===== config.mk =====
export PLATFORM = sky130hd
export DESIGN_NAME = atp_predictor
export DESIGN_NICKNAME = d
export VERILOG_FILES = /design/src/rtl/atp_pkg.sv /design/src/rtl/atp_rst_sync.sv /design/src/rtl/atp_index_hash.sv /design/src/rtl/atp_entry_next.sv /design/src/rtl/atp_table.sv /design/src/rtl/atp_predictor.sv
export SDC_FILE = /design/constraint.sdc
export NUM_CORES = 1
export LEC_CHECK = 0
export ABC_AREA = 1
export BUFFER_PORTS_ARGS = -buffer_cell sky130_fd_sc_hd__buf_4
export CAP_MARGIN = 20
export CORE_MARGIN = 2
export CORE_UTILIZATION = 37
export CTS_CLUSTER_DIAMETER = 100
export CTS_CLUSTER_SIZE = 30
export DETAILED_ROUTE_END_ITERATION = 16
export PLACE_DENSITY = 0.61
export SKIP_CTS_REPAIR_TIMING = 1
export SLEW_MARGIN = 20
export SYNTH_ARGS = -nofsm -noshare
export SYNTH_HDL_FRONTEND = slang
export SYNTH_SLANG_ARGS = --single-unit
export TNS_END_PERCENT = 30

===== constraint.sdc =====
create_clock -name clk -period 16.9 [get_ports clk]
set_clock_uncertainty 0.05 [all_clocks]
set_input_delay 1.69 -clock clk [delete_from_list [all_inputs] [get_ports clk]]
set_output_delay 1.69 -clock clk [all_outputs]
set_load 0.03 [all_outputs]

===== src/rtl/atp_pkg.sv =====
package atp_pkg;

  // Destination chosen for one atomic request.
  typedef enum logic {
    ROUTE_OUTER = 1'b0,
    ROUTE_LOCAL = 1'b1
  } route_e;

endpackage


===== src/rtl/atp_rst_sync.sv =====
// Asserts asynchronously and releases after two clock edges.
module atp_rst_sync (
  input  logic clk,
  input  logic rst_n_in,
  output logic rst_n_out
);

  logic stage1_q;
  logic stage2_q;

  always_ff @(posedge clk or negedge rst_n_in) begin
    if (!rst_n_in) begin
      stage1_q <= 1'b0;
      stage2_q <= 1'b0;
    end else begin
      stage1_q <= 1'b1;
      stage2_q <= stage1_q;
    end
  end

  assign rst_n_out = stage2_q;

endmodule


===== src/rtl/atp_index_hash.sv =====
// XOR-folds the whole block address into an IDX_W-bit table index.
module atp_index_hash #(
  parameter int ADDR_W = 32,
  parameter int IDX_W  = 6
) (
  input  logic [ADDR_W-1:0] addr,
  output logic [IDX_W-1:0]  idx
);

  localparam int FOLDS = (ADDR_W + IDX_W - 1) / IDX_W;
  localparam int PAD_W = FOLDS * IDX_W;

  logic [PAD_W-1:0]            padded;
  logic [FOLDS:0][IDX_W-1:0]   acc;

  assign padded = PAD_W'(addr);
  assign acc[0] = '0;

  for (genvar f = 0; f < FOLDS; f++) begin : g_fold
    assign acc[f+1] = acc[f] ^ padded[f*IDX_W +: IDX_W];
  end

  assign idx = acc[FOLDS];

endmodule


===== src/rtl/atp_entry_next.sv =====
// Next history value and routing choice for one looked-up entry.
module atp_entry_next
  import atp_pkg::*;
#(
  parameter int CPU_W = 4,
  parameter int CNT_W = 3,
  parameter int LIMIT = 4
) (
  input  logic             cur_owned,
  input  logic [CPU_W-1:0] cur_cpu,
  input  logic [CNT_W-1:0] cur_cnt,
  input  logic [CPU_W-1:0] req_cpu,
  output logic [CNT_W-1:0] nxt_cnt,
  output route_e           route
);

  localparam logic [CNT_W-1:0] CNT_MAX   = '1;
  localparam logic [CNT_W-1:0] CNT_ONE   = CNT_W'(1);
  localparam logic [CNT_W-1:0] CNT_LIMIT = CNT_W'(LIMIT);

  logic streak;

  always_comb begin
    streak = cur_owned && (cur_cpu == req_cpu);
    if (!streak) begin
      nxt_cnt = CNT_ONE;
    end else if (cur_cnt == CNT_MAX) begin
      nxt_cnt = CNT_MAX;
    end else begin
      nxt_cnt = cur_cnt + CNT_ONE;
    end
    route = (nxt_cnt > CNT_LIMIT) ? ROUTE_LOCAL : ROUTE_OUTER;
  end

endmodule


===== src/rtl/atp_table.sv =====
// Flop-based history table: owner flag, owner CPU and streak count per entry.
module atp_table #(
  parameter int ENTRIES = 64,
  parameter int CPU_W   = 4,
  parameter int CNT_W   = 3,
  localparam int IDX_W  = $clog2(ENTRIES)
) (
  input  logic             clk,
  input  logic             rst_n,
  input  logic [IDX_W-1:0] idx,
  output logic             rd_owned,
  output logic [CPU_W-1:0] rd_cpu,
  output logic [CNT_W-1:0] rd_cnt,
  input  logic             wr_en,
  input  logic [CPU_W-1:0] wr_cpu,
  input  logic [CNT_W-1:0] wr_cnt
);

  logic [ENTRIES-1:0]            own_all;
  logic [ENTRIES-1:0][CPU_W-1:0] cpu_all;
  logic [ENTRIES-1:0][CNT_W-1:0] cnt_all;

  for (genvar e = 0; e < ENTRIES; e++) begin : g_entry
    logic             own_q;
    logic [CPU_W-1:0] cpu_q;
    logic [CNT_W-1:0] cnt_q;
    logic             ent_en;

    assign ent_en = wr_en && (idx == IDX_W'(e));

    always_ff @(posedge clk or negedge rst_n) begin
      if (!rst_n) begin
        own_q <= 1'b0;
        cpu_q <= '0;
        cnt_q <= '0;
      end else if (ent_en) begin
        own_q <= 1'b1;
        cpu_q <= wr_cpu;
        cnt_q <= wr_cnt;
      end
    end

    assign own_all[e] = own_q;
    assign cpu_all[e] = cpu_q;
    assign cnt_all[e] = cnt_q;
  end

  assign rd_owned = own_all[idx];
  assign rd_cpu   = cpu_all[idx];
  assign rd_cnt   = cnt_all[idx];

  AST_IDLE_TABLE_STABLE: assert property (@(posedge clk) disable iff (!rst_n)
    !wr_en |=> ($stable(own_all) && $stable(cpu_all) && $stable(cnt_all)));

  AST_WRITTEN_ENTRY_OWNED: assert property (@(posedge clk) disable iff (!rst_n)
    wr_en |=> (own_all[$past(idx)] && (cnt_all[$past(idx)] != '0)));

endmodule


===== src/rtl/atp_predictor.sv =====
module atp_predictor
  import atp_pkg::*;
#(
  parameter int ADDR_W  = 32,
  parameter int CPU_W   = 4,
  parameter int ENTRIES = 64,
  parameter int CNT_W   = 3,
  parameter int LIMIT   = 4
) (
  input  logic              clk,
  input  logic              rst_n,
  input  logic              req_valid,
  input  logic [ADDR_W-1:0] req_addr,
  input  logic [CPU_W-1:0]  req_cpu,
  output logic              dec_valid,
  output logic              dec_local
);

  localparam int IDX_W = $clog2(ENTRIES);
  localparam logic [CNT_W-1:0] CNT_MAX = '1;

  logic             rst_sync_n;
  logic [IDX_W-1:0] idx;
  logic             rd_owned;
  logic [CPU_W-1:0] rd_cpu;
  logic [CNT_W-1:0] rd_cnt;
  logic [CNT_W-1:0] nxt_cnt;
  route_e           route;

  logic dec_valid_d, dec_valid_q;
  logic dec_local_d, dec_local_q;

  atp_rst_sync u_rst_sync (
    .clk       (clk),
    .rst_n_in  (rst_n),
    .rst_n_out (rst_sync_n)
  );

  atp_index_hash #(
    .ADDR_W (ADDR_W),
    .IDX_W  (IDX_W)
  ) u_hash (
    .addr (req_addr),
    .idx  (idx)
  );

  atp_table #(
    .ENTRIES (ENTRIES),
    .CPU_W   (CPU_W),
    .CNT_W   (CNT_W)
  ) u_table (
    .clk      (clk),
    .rst_n    (rst_sync_n),
    .idx      (idx),
    .rd_owned (rd_owned),
    .rd_cpu   (rd_cpu),
    .rd_cnt   (rd_cnt),
    .wr_en    (req_valid),
    .wr_cpu   (req_cpu),
    .wr_cnt   (nxt_cnt)
  );

  atp_entry_next #(
    .CPU_W (CPU_W),
    .CNT_W (CNT_W),
    .LIMIT (LIMIT)
  ) u_next (
    .cur_owned (rd_owned),
    .cur_cpu   (rd_cpu),
    .cur_cnt   (rd_cnt),
    .req_cpu   (req_cpu),
    .nxt_cnt   (nxt_cnt),
    .route     (route)
  );

  // Next-state logic for the decision outputs.
  always_comb begin
    dec_valid_d = req_valid;
    dec_local_d = req_valid && (route == ROUTE_LOCAL);
  end

  always_ff @(posedge clk or negedge rst_sync_n) begin
    if (!rst_sync_n) begin
      dec_valid_q <= 1'b0;
      dec_local_q <= 1'b0;
    end else begin
      dec_valid_q <= dec_valid_d;
      dec_local_q <= dec_local_d;
    end
  end

  assign dec_valid = dec_valid_q;
  assign dec_local = dec_local_q;

  AST_REQ_GETS_DECISION: assert property (@(posedge clk) disable iff (!rst_sync_n)
    req_valid |=> dec_valid);

  AST_IDLE_NO_DECISION: assert property (@(posedge clk) disable iff (!rst_sync_n)
    !req_valid |=> !dec_valid);

  AST_LOCAL_ONLY_WITH_DECISION: assert property (@(posedge clk) disable iff (!rst_sync_n)
    dec_local |-> dec_valid);

  AST_MISS_RESTARTS: assert property (@(posedge clk) disable iff (!rst_sync_n)
    (req_valid && (!rd_owned || (rd_cpu != req_cpu))) |=> (dec_valid && !dec_local));

  AST_COUNT_SATURATES: assert property (@(posedge clk) disable iff (!rst_sync_n)
    (req_valid && rd_owned && (rd_cpu == req_cpu) && (rd_cnt == CNT_MAX))
      |-> (nxt_cnt == CNT_MAX));

endmodule


# Yosys cells after proc, flatten, opt, wreduce, memory -nomap -nowiden
# Index checks and enable logic that the tools add are counted.
[word_totals]
register_bits = 516
input_bits = 39
out_inout_bits = 2
wordCells = 345
[classes]
addsub = 1
n_lt_le_gt_ge = 2
n_eq_ne = 65
muxes = 9
bitwise = 5
reduce_logical = 67
[ops]
columns = ["cell", "n"]
rows = [
  ["== test 6 bit (second input constant)", 32],
  ["== test 6 x 5 -> 1 bit (second input constant)", 16],
  ["logical AND 1 bit", 66],
  ["== test 6 x 4 -> 1 bit (second input constant)", 8],
  ["binary-select mux 4 bit (select 6 bit)", 1],
  ["== test 6 x 3 -> 1 bit (second input constant)", 4],
  ["XOR 6 bit", 4],
  ["binary-select mux 3 bit (select 6 bit)", 1],
  ["== test 6 x 2 -> 1 bit (second input constant)", 2],
  ["2-to-1 mux 3 bit", 3],
  ["< comparator 6 x 7 -> 1 bit (second input constant)", 1],
  ["binary-select mux 1 bit (select 6 bit)", 1],
  ["== test 6 x 1 -> 1 bit (second input constant)", 1],
  ["logical NOT 6 bit", 1],
  ["XOR 6 x 2 -> 6 bit", 1],
  ["== test 4 bit", 1],
  ["2-to-1 mux 4 bit", 1],
  ["adder 3 x 1 -> 3 bit (second input constant)", 1],
  ["== test 3 bit (second input constant)", 1],
  ["> comparator 3 bit (second input constant)", 1],
  ["2-to-1 mux 1 bit", 2],
]

# Logic depth before layout (Yosys ltp)
# Gate-level depths: netlist (run 1).
[logic_depth]
ltp_word = 13
mapped_depth = 28
mapped_depth_nobuf = 24

# Modules after synthesis
# A second synthesis (run 1) with hierarchy kept.
[hier_totals]
cells_unflattened = 3403
hier_area_um2 = 24658.6
[by_module_without_submodules]
columns = ["module", "n_inst", "cells_each", "area_per_inst_um2", "seq_area_each_um2"]
rows = [
  ["atp_table", 1, 3260, 23944.2, 12812.3],
  ["atp_index_hash", 1, 102, 452.9, 0.0],
  ["atp_entry_next", 1, 34, 150.1, 0.0],
  ["atp_predictor", 1, 4, 57.6, 50.0],
  ["atp_rst_sync", 1, 3, 53.8, 50.0],
]

# Least setup slack after synthesis (run 1)
# OpenSTA, ideal clock, no wires.
[synth_timing]
path_type = "in2reg"
start = "in req_addr[24]"
end = "reg u_table.g_entry[44].cnt_q[1]"
setup_time_ns = 0.126
arrival_time_ns = 4.501
t_required_ns = 16.724
setup_slack_ns = 12.223
stages = 21
path_buffers = 5
cell_sequence = "xor2_1 > inv_2 > nand3_2 > nand2_1 > buf_6 > buf_6 > nand2_1 > buf_2 > buf_1 > nor2_1 > nor2_1 > o221ai_1 > a221oi_1 > o21ai_0 > nor2_1 > ha_1 > inv_1 > nand2_1 > nand3_2 > buf_2 > o21ai_1"
[synth_between]
elab_chain_len = 7
elab_cells_between_ends = 16
cone_classes = "add/sub: 1; eq/ne: 3; mux: 8; bitwise: 2; reduce/logical: 2"
[synth_lines]
columns = ["item", "line_no", "rtl"]
rows = [
  ["start: declaration", "atp_predictor.sv:13", "input logic [ADDR_W-1:0] req_addr,"],
  ["XOR 6 bit *", "atp_index_hash.sv:20", "assign acc[f+1] = acc[f] ^ padded[f*IDX_W +: IDX_W];"],
  ["XOR 6 x 2 -> 6 bit *", "atp_index_hash.sv:20", ""],
  ["binary-select mux 3 bit (select 6 bit) / binary-select mux 4 bit (select 6 bit) (equally long branches)", "atp_table.sv:50, atp_table.sv:49", ""],
  ["2-to-1 mux 3 bit (not written as such) / 2-to-1 mux 4 bit (equally long branches)", "atp_table.sv:50, atp_table.sv:49", ""],
  ["adder 3 x 1 -> 3 bit, or another cell as far along", "atp_entry_next.sv:30", "nxt_cnt = cur_cnt + CNT_ONE;"],
  ["2-to-1 mux 3 bit / logical AND 1 bit (equally long branches)", "atp_entry_next.sv:27, atp_entry_next.sv:24", ""],
  ["2-to-1 mux 3 bit", "atp_entry_next.sv:25", "if (!streak) begin"],
  ["end signal: assignment", "atp_table.sv:39", "cnt_q <= wr_cnt;"],
  ["end: declaration", "atp_table.sv:26", "logic [CNT_W-1:0] cnt_q;"],
]
# Every way passes the cells marked *; elsewhere a longest branch is shown, timed or not. The select of a mux whose other input is x is not followed.
# A chain may end at the register's enable or synchronous reset.

# Worst setup path in the final report (run 1)
[layout_timing]
start = "in req_addr[24]"
end = "reg u_table.g_entry[41].cnt_q[1]"
[layout_between]
elab_chain_len = 7
elab_cells_between_ends = 16
cone_classes = "add/sub: 1; eq/ne: 3; mux: 8; bitwise: 2; reduce/logical: 2"
[layout_lines]
columns = ["item", "line_no"]
rows = [
  ["XOR 6 bit *", "atp_index_hash.sv:20"],
  ["XOR 6 x 2 -> 6 bit *", "atp_index_hash.sv:20"],
  ["binary-select mux 3 bit (select 6 bit) / binary-select mux 4 bit (select 6 bit) (equally long branches)", "atp_table.sv:50, atp_table.sv:49"],
  ["2-to-1 mux 3 bit (not written as such) / 2-to-1 mux 4 bit (equally long branches)", "atp_table.sv:50, atp_table.sv:49"],
  ["adder 3 x 1 -> 3 bit, or another cell as far along", "atp_entry_next.sv:30"],
  ["2-to-1 mux 3 bit / logical AND 1 bit (equally long branches)", "atp_entry_next.sv:27, atp_entry_next.sv:24"],
  ["2-to-1 mux 3 bit", "atp_entry_next.sv:25"],
  ["end signal: assignment", "atp_table.sv:39"],
  ["end: declaration", "atp_table.sv:26"],
]
# Marked as above.

==> results.sh, run 1 <==
export IMPL_critical_path_endpoint_type="flip-flop"
export IMPL_hp_class="flip-flop to flip-flop"
export IMPL_die_h_um=262
export IMPL_stdcell_count=4123
export IMPL_synth_edf_count=0
export IMPL_rsz0062_at_grt="false"
export IMPL_synth_top_flop_cell="dfrtp_1"
export IMPL_power_share_sequential_pct=48.3
export IMPL_clock_latency_ps=590
export IMPL_clk_pin_slew_ps=120
export IMPL_num_rows=94
export IMPL_power_mw=3.80
export IMPL_finalMaxSlewViolations=0
export IMPL_critPathArrivalTime_ps=7580
export IMPL_tritoncts="done"
export IMPL_area_growth_pct=6.97
export IMPL_synth_sequential_area_ratio_pct=52.4
export IMPL_ant_nets=0
export IMPL_fin_util_pct=40.0
export IMPL_r2r_end="u_table.g_entry[63].cpu_q[1]"
export IMPL_cts_root_buffer="clkbuf_16"
export IMPL_cp_cell_sequence="buf_4 -> xor2_1 -> nand3_2 -> buf_4 -> nand2_4 -> buf_4 -> nor2_2 -> buf_4 -> inv_2 -> o22ai_1 -> o21ai_0 -> nand4_1 -> a22o_1 -> nor2_1 -> ha_1 -> nand2_1 -> nand2_1 -> nand3_2 -> buf_4 -> o21ai_1"
export IMPL_synth_xor_area_share_pct=0.854
export IMPL_drt_wirelength_per_cell_um=18.7
export IMPL_crit_fanout=61
export IMPL_fin_setup_tns_ps=0
export IMPL_synth_seq_cells=516
export IMPL_avgSynthCellArea_um2=7.46
export IMPL_yosysWarnings=0
export IMPL_first_pass_iters=6
export IMPL_comb_power_share_pct=33.3
export IMPL_placed_cells=4092
export IMPL_rrSetupSlack_ps=13400
export IMPL_startpoint_type="input pin"
export IMPL_drive_gt1_share_pct=4.36
export IMPL_synth_fa_ha_area_share_pct=0.0508
export IMPL_initialDrtViolationCount=2315
export IMPL_p_switching_mw=1.45
export IMPL_p_clk_share_pct=18.4
export IMPL_synth_nets=3340
export IMPL_max_freq_mhz=141
export IMPL_cp_required_ps=17360
export IMPL_syn_area_um2=24600
export IMPL_power_density_nw_per_um2=144
export IMPL_start_util_pct=37.4
export IMPL_synthCells=3300
export IMPL_dp_hpwl_um=48400
export IMPL_grt_max_degree=73
export IMPL_io_pins=41
export IMPL_path_class="input pin to flip-flop"
export IMPL_drc=0
export IMPL_grt_use_total_pct=22.7
export IMPL_synth_compound_area_share_pct=11.2
export IMPL_grt_pass1_wl_um=119000
export IMPL_p_leak_nw=12.9
export IMPL_grt_pass1_vias=19400
export IMPL_cts_max_path_buffers=3
export IMPL_tightest_slew_ps=1060
export IMPL_gr_total_overflow=0
export IMPL_ys_types=32
export IMPL_setup_viol=0
export IMPL_globalplace_congestion=0.907
export IMPL_holdWs_ps=312
export IMPL_post_route_period_util_pct=42.1
export IMPL_synth_area_leaders="dfrtp_1 (52%), nand2_1 (20%), o21ai_0 (6.4%)"
export IMPL_synth_top_family_by_area="simple AND/OR/NAND/NOR gates"
export IMPL_slowest_stage="inv_2"
export IMPL_fin_ws_ps=9780
export IMPL_io_buffers=40
export IMPL_cpPeakStageDelay_ps=720
export IMPL_r2r_start="u_rst_sync.rst_n_out"
export IMPL_yosysTopAreaCellShare_pct=52.4
export IMPL_core_um2=65900
export IMPL_layout_nets=3292
export IMPL_synthArstFlopShare_pct=100
export IMPL_internal_power_mw=2.34
export IMPL_wirelength_um=77000
export IMPL_placed_area_um2=25600
export IMPL_irDropWorstVdd_uv=64.0
export IMPL_antenna_found_initial=0
export IMPL_via_per_inst=5.06
export IMPL_crit_path_end="u_table.g_entry[41].cnt_q[1]"
export IMPL_startpoint="req_addr[24]"
export IMPL_maxCapViolations=0
export IMPL_numClockSinks=516
export IMPL_yosys_area_share_simple_pct=27.3
export IMPL_critical_path_most_common_cell="buf_4"
export IMPL_yosys_area_top_type="dfrtp_1"
export IMPL_synthMuxAreaShare_pct=0
export IMPL_dieArea_um2=68600
export IMPL_swShare_pct=38.3
export IMPL_die_w_um=262
export IMPL_fin_area_um2=26300
export IMPL_place_ws_ps=9290
export IMPL_hold_violations=0
export IMPL_status="finished, final reports clean"
export IMPL_cts_buffers=22
export IMPL_period_needed_ps=7120
export IMPL_ff2ff_path_depth=3
export IMPL_slew_headroom_pct=29.6
export IMPL_vias=20900
export IMPL_htreeDepth=1
==> cells in the final DEF (no fill, tap or decap), types with 3 or more instances in the layout <==
cell type,count
or2_2,12
buf_4,76
o21ai_1,188
o22ai_1,28
nand3_1,49
dfrtp_1,515
nand3b_1,23
xor2_1,11
xnor2_1,13
o21ai_0,313
inv_1,340
nand2_1,1314
clkinv_8,3
clkbuf_16,23
inv_2,5
nor2_1,275
nand3_2,5
nor2_2,9
nor3_1,11
nand4_1,17
clkinv_1,8
==> routing by layer <==
layer  routed length (µm)  vias up  track usage (%)
met5                    0        -                0
li1                     -    10100                -
met3                 6530      125             4.76
met4                 2640        0             7.17
met1                34300     9922             32.1
met2                33500      742             34.8
==> power groups by stage <==
stage | clock (mW) | sequential, mW | combinational [mW]
final | 0.698 | 1.83 | 1.27
after global routing | 0.754 | 1.88 | 1.44
after CTS | 0.711 | 1.83 | 1.26
after detailed placement | 0 | 1.85 | 1.25
after global placement | 0 | 1.85 | 1.23
after floorplan | 0 | 1.82 | 0.905
==> sequential cells by signal, summed over array words and instances (netlist names) <==
register and count:
u_rst_sync.rst_n_out 1, u_table.g_entry.own_q 64, u_table.g_entry.cpu_q 256, dec_local 1
dec_valid 1, u_rst_sync.stage1_q 1, u_table.g_entry.cnt_q 192
==> cell usage after synthesis, types with 5 or more instances <==
master,n
nand3b_1,23
o21ai_0,313
nand2_1,1318
nor2_1,279
inv_2,5
o21ai_1,188
nor2_2,5
clkbuf_1,81
clkinv_1,8
dfrtp_1,516
o22ai_1,28
nand4_1,17
nor3_1,11
buf_1,14
xor2_1,11
or2_2,12
xnor2_1,13
buf_6,8
nand3_1,50
buf_2,43
inv_1,340
==> final cells by class <==
cell class	instances	area [µm²]
tap	864	1080
timing repair buffer	76	571
multi-input combinational	2283	9740
clock inverter	7	125
sequential	516	12900
clock buffer	23	576
antenna	1	2.50
inverter	353	1330
fill	6819	39500
==> logic make-up after synthesis <==
family	count (synthesis)
AO/OA/AOI/OAI	537
buffers and inverters	501
other	1
adder cells (fa/ha/maj)	1
AND/OR/NAND/NOR	1720
flip-flops	516
XOR/XNOR	24
==> worst max-delay path: cells and delay by family <==
kind	cells	cell delay, ps
buf+inv	6	2620
xor+xnor	1	250
fa+ha+maj	1	160
compound gates	4	890
simple gates	8	1790
==> how the worst min path moves through the flow <==
stage,start,end,slack (ps),cells after the start
global placement,u_rst_sync.stage1_q,u_rst_sync.rst_n_out,290,0
CTS,u_rst_sync.stage1_q,u_rst_sync.rst_n_out,320,0
finish,u_rst_sync.stage1_q,u_rst_sync.rst_n_out,310,0
detailed placement,u_rst_sync.stage1_q,u_rst_sync.rst_n_out,290,0
global route,u_rst_sync.stage1_q,u_rst_sync.rst_n_out,330,0
floorplan,u_rst_sync.stage1_q,u_rst_sync.rst_n_out,280,0
(Power assumes the default switching activity.)
==> inputs of run 2 (changes only) <==
Clock period 16.9 ns to 7.26 ns, I/O delays scaled along.
==> results.sh, run 2 (synthesized netlist as in run 1, its figures left out) <==
export IMPL_cts_max_path_buffers=3
export IMPL_crit_family="buffers and inverters"
export IMPL_regMostFlops="u_table.g_entry.cpu_q"
export IMPL_tightest_slew_ps=1190
export IMPL_first_pass_iters=6
export IMPL_hp_class="flip-flop to async pin"
export IMPL_finalMaxSlewViolations=0
export IMPL_die_h_um=262
export IMPL_r2r_start="u_table.g_entry[19].cpu_q[3]"
export IMPL_start_util_pct=37.4
export IMPL_critPathBufInv=5
export IMPL_drt_wirelength_per_cell_um=18.3
export IMPL_p_leak_nw=13.0
export IMPL_vias=20800
export IMPL_power_density_nw_per_um2=338
export IMPL_fin_area_um2=26500
export IMPL_drc=0
export IMPL_grt_use_total_pct=22.3
export IMPL_maxCapViolations=0
export IMPL_final_cell_mix="nand2_1 (1314), dfrtp_1 (515), inv_1 (340)"
export IMPL_slew_headroom_pct=20.8
export IMPL_irDropWorstVdd_uv=187
export IMPL_grt_max_degree=161
export IMPL_path_class="input pin to flip-flop"
export IMPL_final_common_cell="nand2_1"
export IMPL_grt_pass1_vias=19400
export IMPL_layout_nets=3296
export IMPL_hold_violations=0
export IMPL_critical_path_most_common_cell="nand2_1"
export IMPL_numClockSinks=516
export IMPL_reg_top3="u_table.g_entry.cpu_q: 256 flops, u_table.g_entry.cnt_q: 192 flops, u_table.g_entry.own_q: 64 flops"
export IMPL_rrSetupSlack_ps=4010
export IMPL_die_w_um=262
export IMPL_status="finished, final reports clean"
export IMPL_post_route_period_util_pct=64.1
export IMPL_drive_gt1_share_pct=4.59
export IMPL_grt_pass1_wl_um=118000
export IMPL_crit_fanout=62
export IMPL_cpPeakStageDelay_ps=630
export IMPL_placed_area_um2=25700
export IMPL_setup_viol=0
export IMPL_ff2ff_path_depth=18
export IMPL_holdWs_ps=205
export IMPL_cts_root_buffer="clkbuf_16"
export IMPL_io_pins=41
export IMPL_ant_nets=0
export IMPL_fin_util_pct=40.3
export IMPL_initialDrtViolationCount=2382
export IMPL_antenna_cells=0
export IMPL_critPathArrivalTime_ps=5140
export IMPL_placed_cells=4093
export IMPL_fillCellCount=6847
export IMPL_largest_register_ff_count=256
export IMPL_antenna_found_initial=1
export IMPL_wirelength_um=75700
export IMPL_cp_cell_sequence="buf_4 -> xor2_1 -> nand3_2 -> nand2_4 -> buf_4 -> nor2_2 -> inv_2 -> nor2_1 -> nor2_1 -> nand2_1 -> nand2_1 -> nand2_1 -> o21ai_0 -> nand2_1 -> nor2_1 -> ha_1 -> nand2_1 -> nand2_1 -> inv_1 -> nand3_2 -> buf_4 -> nand2_1 -> nand2_1"
export IMPL_dieArea_um2=68600
export IMPL_critical_path_endpoint_type="flip-flop"
export IMPL_tritoncts="done"
export IMPL_period_needed_ps=4660
export IMPL_max_freq_mhz=215
export IMPL_rsz0062_at_grt="false"
export IMPL_io_buffers=40
export IMPL_clk_pin_slew_ps=120
export IMPL_r2r_end="dec_local"
export IMPL_slowest_stage="buf_4"
export IMPL_cp_required_ps=7740
export IMPL_via_per_inst=5.04
export IMPL_area_growth_pct=7.70
export IMPL_core_um2=65900
export IMPL_fin_setup_tns_ps=0
export IMPL_startpoint_type="input pin"
export IMPL_clock_latency_ps=600
export IMPL_htreeDepth=1
export IMPL_globalplace_congestion=0.906
export IMPL_dp_hpwl_um=47800
export IMPL_stdcell_count=4132
export IMPL_cts_buffers=24
export IMPL_num_rows=94
export IMPL_gr_total_overflow=0
## run 2: cell types whose count changed in the layout (fill, tap and decap cells not counted)
| cell | previous run | this run |
|---|---|---|
| inv_12 | 0 | 1 |
| dlygate4sd3_1 | 0 | 1 |
| inv_8 | 1 | 5 |
| inv_6 | 0 | 1 |
| buf_4 | 76 | 72 |
| clkbuf_1 | 0 | 1 |
| bufinv_16 | 2 | 1 |
| clkinv_2 | 1 | 0 |
| diode_2 | 1 | 0 |
| clkbuf_8 | 0 | 1 |
| clkbuf_16 | 23 | 25 |
| buf_12 | 0 | 5 |
## run 2: per-layer routing
metal	track usage, %	vias to the layer above	wire (µm)
li1	-	10100	-
met1	32.7	9989	34900
met2	34.8	641	33700
met3	2.84	100	5120
met4	6.14	2	1950
met5	0	-	13
## run 2: where the power goes
group | switching, mW | total, mW | internal, mW
logic | 1.98 | 2.96 | 0.986
clock network | 1.03 | 1.74 | 0.714
registers | 0.430 | 4.25 | 3.82
total | 3.44 | 8.96 | 5.52
## run 2: how the worst max path moves through the flow
stage / startpoint / to / depth (start not counted)
2_1_floorplan: u_rst_sync.rst_n_out / dec_local / 0
3_3_place_gp: req_addr[24] / u_table.g_entry[63].cnt_q[0] / 23
3_5_place_dp: req_addr[24] / u_table.g_entry[14].cnt_q[0] / 23
4_1_cts: req_addr[24] / u_table.g_entry[14].cnt_q[0] / 23
5_1_grt: req_addr[12] / u_table.g_entry[8].cnt_q[0] / 27
6_report: req_addr[24] / u_table.g_entry[62].cnt_q[0] / 23
## run 2: stage by stage
| step | setup slack, ps | power [mW] |
|---|---|---|
| global placement | 2170 | 7.17 |
| CTS | 2650 | 8.96 |
| global route | 2230 | 9.61 |
| floorplan | 2180 | 6.33 |
| detailed placement | 2040 | 7.23 |
| finish | 2600 | 8.96 |
## run 2: layout make-up
| class | count | area [µm²] | area share, % |
|---|---|---|---|
| Clock buffer | 27 | 643 | 2.43 |
| Clock inverter | 11 | 160 | 0.604 |
| Inverter | 353 | 1330 | 5.00 |
| Multi-Input combinational cell | 2283 | 9740 | 36.7 |
| Sequential cell | 516 | 12900 | 48.7 |
| Tap cell | 864 | 1080 | 4.08 |
| Timing Repair Buffer | 78 | 651 | 2.45 |
## run 2: worst reg2reg max path: stages (launching register included)
cell and delay, ps:
dfrtp_1 340, inv_1 40, nand2_1 50, o21ai_0 100
nand2_1 90, nand2_1 70, nand2_1 110, nand2_1 70
nor2_1 210, nor2_1 110, nor2_1 260, nand2_1 90
nand2_1 60, nand2_1 70, nor2_2 200, nand3_2 460
buf_4 530, nor2_1 180, nor2_1 60
==> inputs of run 3 (changes only) <==
Clock period 7.26 ns to 4.3 ns, I/O delays scaled along.
==> results.sh, run 3 (synthesized netlist as in run 1, its figures left out) <==
export IMPL_largest_register_ff_count=256
export IMPL_cts_buffers=23
export IMPL_fin_setup_tns_ps=0
export IMPL_p_leak_nw=13.3
export IMPL_first_pass_iters=5
export IMPL_regMostFlops="u_table.g_entry.cpu_q"
export IMPL_vias=20800
export IMPL_power_density_nw_per_um2=563
export IMPL_maxCapViolations=0
export IMPL_path_class="input pin to flip-flop"
export IMPL_io_pins=41
export IMPL_gr_total_overflow=0
export IMPL_drive_gt1_share_pct=5.80
export IMPL_critPathArrivalTime_ps=3720
export IMPL_ant_nets=0
export IMPL_area_growth_pct=9.37
export IMPL_cp_required_ps=4710
export IMPL_critPathBufInv=3
export IMPL_globalplace_congestion=0.908
export IMPL_num_rows=94
export IMPL_grt_use_total_pct=22.2
export IMPL_numClockSinks=516
export IMPL_antenna_found_initial=1
export IMPL_initialDrtViolationCount=2228
export IMPL_finalMaxSlewViolations=0
export IMPL_holdWs_ps=105
export IMPL_rsz0062_at_grt="false"
export IMPL_reg_top3="u_table.g_entry.cpu_q: 256 flops, u_table.g_entry.cnt_q: 192 flops, u_table.g_entry.own_q: 64 flops"
export IMPL_cts_root_buffer="clkbuf_16"
export IMPL_final_common_cell="nand2_1"
export IMPL_fillCellCount=6828
export IMPL_grt_max_degree=112
export IMPL_slew_headroom_pct=49.2
export IMPL_grt_pass1_wl_um=118000
export IMPL_setup_viol=0
export IMPL_die_h_um=262
export IMPL_post_route_period_util_pct=77.0
export IMPL_via_per_inst=4.99
export IMPL_wirelength_um=75000
export IMPL_drc=0
export IMPL_io_buffers=40
export IMPL_irDropWorstVdd_uv=258
export IMPL_crit_family="simple AND/OR/NAND/NOR gates"
export IMPL_cpPeakStageDelay_ps=570
export IMPL_status="finished, final reports clean"
export IMPL_htreeDepth=1
export IMPL_cp_cell_sequence="buf_4 -> xnor2_1 -> xnor2_1 -> xor2_1 -> nor2_2 -> buf_4 -> o21ai_0 -> nand4_1 -> nand2_1 -> o21ai_0 -> nor2_1 -> ha_1 -> or2_1 -> nand3_2 -> buf_4 -> o21ai_0"
export IMPL_start_util_pct=37.4
export IMPL_tightest_slew_ps=758
export IMPL_period_needed_ps=3310
export IMPL_crit_fanout=36
export IMPL_drt_wirelength_per_cell_um=18.0
export IMPL_layout_nets=3340
export IMPL_hold_violations=0
export IMPL_core_um2=65900
export IMPL_die_w_um=262
export IMPL_tritoncts="done"
export IMPL_dp_hpwl_um=48300
export IMPL_dieArea_um2=68600
export IMPL_max_freq_mhz=302
export IMPL_clk_pin_slew_ps=120
export IMPL_critical_path_endpoint_type="flip-flop"
export IMPL_cts_max_path_buffers=3
export IMPL_grt_pass1_vias=19700
export IMPL_hp_class="input pin to async pin"
export IMPL_slowest_stage="nor2_2"
export IMPL_clock_latency_ps=590
export IMPL_final_cell_mix="nand2_1 (1314), dfrtp_1 (515), inv_1 (340)"
export IMPL_startpoint_type="input pin"
## run 3: cell count changes in the layout (fill, tap and decap cells not counted), sizes merged
cell         delta
inv             -2
bufinv          +2
dlygate4sd3     +1
diode           +1
buf            +44
clkbuf          -3
## run 3: report_power, final
part | internal [mW] | switching [mW] | total [mW]
clock network | 1.22 | 1.65 | 2.87
registers | 6.45 | 0.746 | 7.20
logic | 1.75 | 3.33 | 5.08
## run 3: path summary, 6_finish.rpt
check                                             start                           end  slack [ps]  cells past startpoint
min in group clk                    u_rst_sync.stage1_q          u_rst_sync.rst_n_out         310                      0
min                                               rst_n          u_rst_sync.rst_n_out         100                      2
max in group asynchronous          u_rst_sync.rst_n_out  u_table.g_entry[52].cpu_q[0]        2770                      1
min reg2reg                         u_rst_sync.stage1_q          u_rst_sync.rst_n_out         310                      0
max reg2reg                u_table.g_entry[24].cpu_q[0]  u_table.g_entry[35].cnt_q[1]        1650                     17
max                                        req_addr[14]   u_table.g_entry[0].cnt_q[2]         990                     16
## run 3: worst register-to-register path, delay by kind of cell, from the launching register on
family	cells	cell delay, ps
buffers and inverters	2	360
AOI/OAI and AO/OA	1	220
DFF	1	340
and+or+nand+nor	14	1580
## run 3: metal layers
layer / part of all wire (%) / up-vias / global-route usage (%)
li1: - / 10200 / -
met1: 47 / 9942 / 32.8
met2: 44 / 609 / 34.7
met3: 6.4 / 98 / 2.51
met4: 2.9 / 2 / 5.85
met5: 0.017 / - / 0
## run 3: per-stage QoR
step	cell area, µm²	util (%)	total power, mW	cells	worst slack, ps
2_1_floorplan	24600	-	10.7	3300	-776
5_1_grt	26900	40.9	16.3	4174	670
3_3_place_gp	26100	39.7	12.2	4137	433
4_1_cts	26900	40.8	15.2	4172	1030
6_report	26900	40.9	15.2	4175	988
3_5_place_dp	26100	39.7	12.3	4137	410
## run 3: final cells by class
cell class / instances / area, µm² / area share (%)
diodes: 1 / 2.50 / 0.00929
clock buffers: 24 / 589 / 2.19
clock inverters: 11 / 180 / 0.669
inverters: 353 / 1330 / 4.92
multi-input cells: 2283 / 9740 / 36.2
flip-flops and latches: 516 / 12900 / 48.0
well taps: 864 / 1080 / 4.01
repair buffers: 123 / 1090 / 4.05
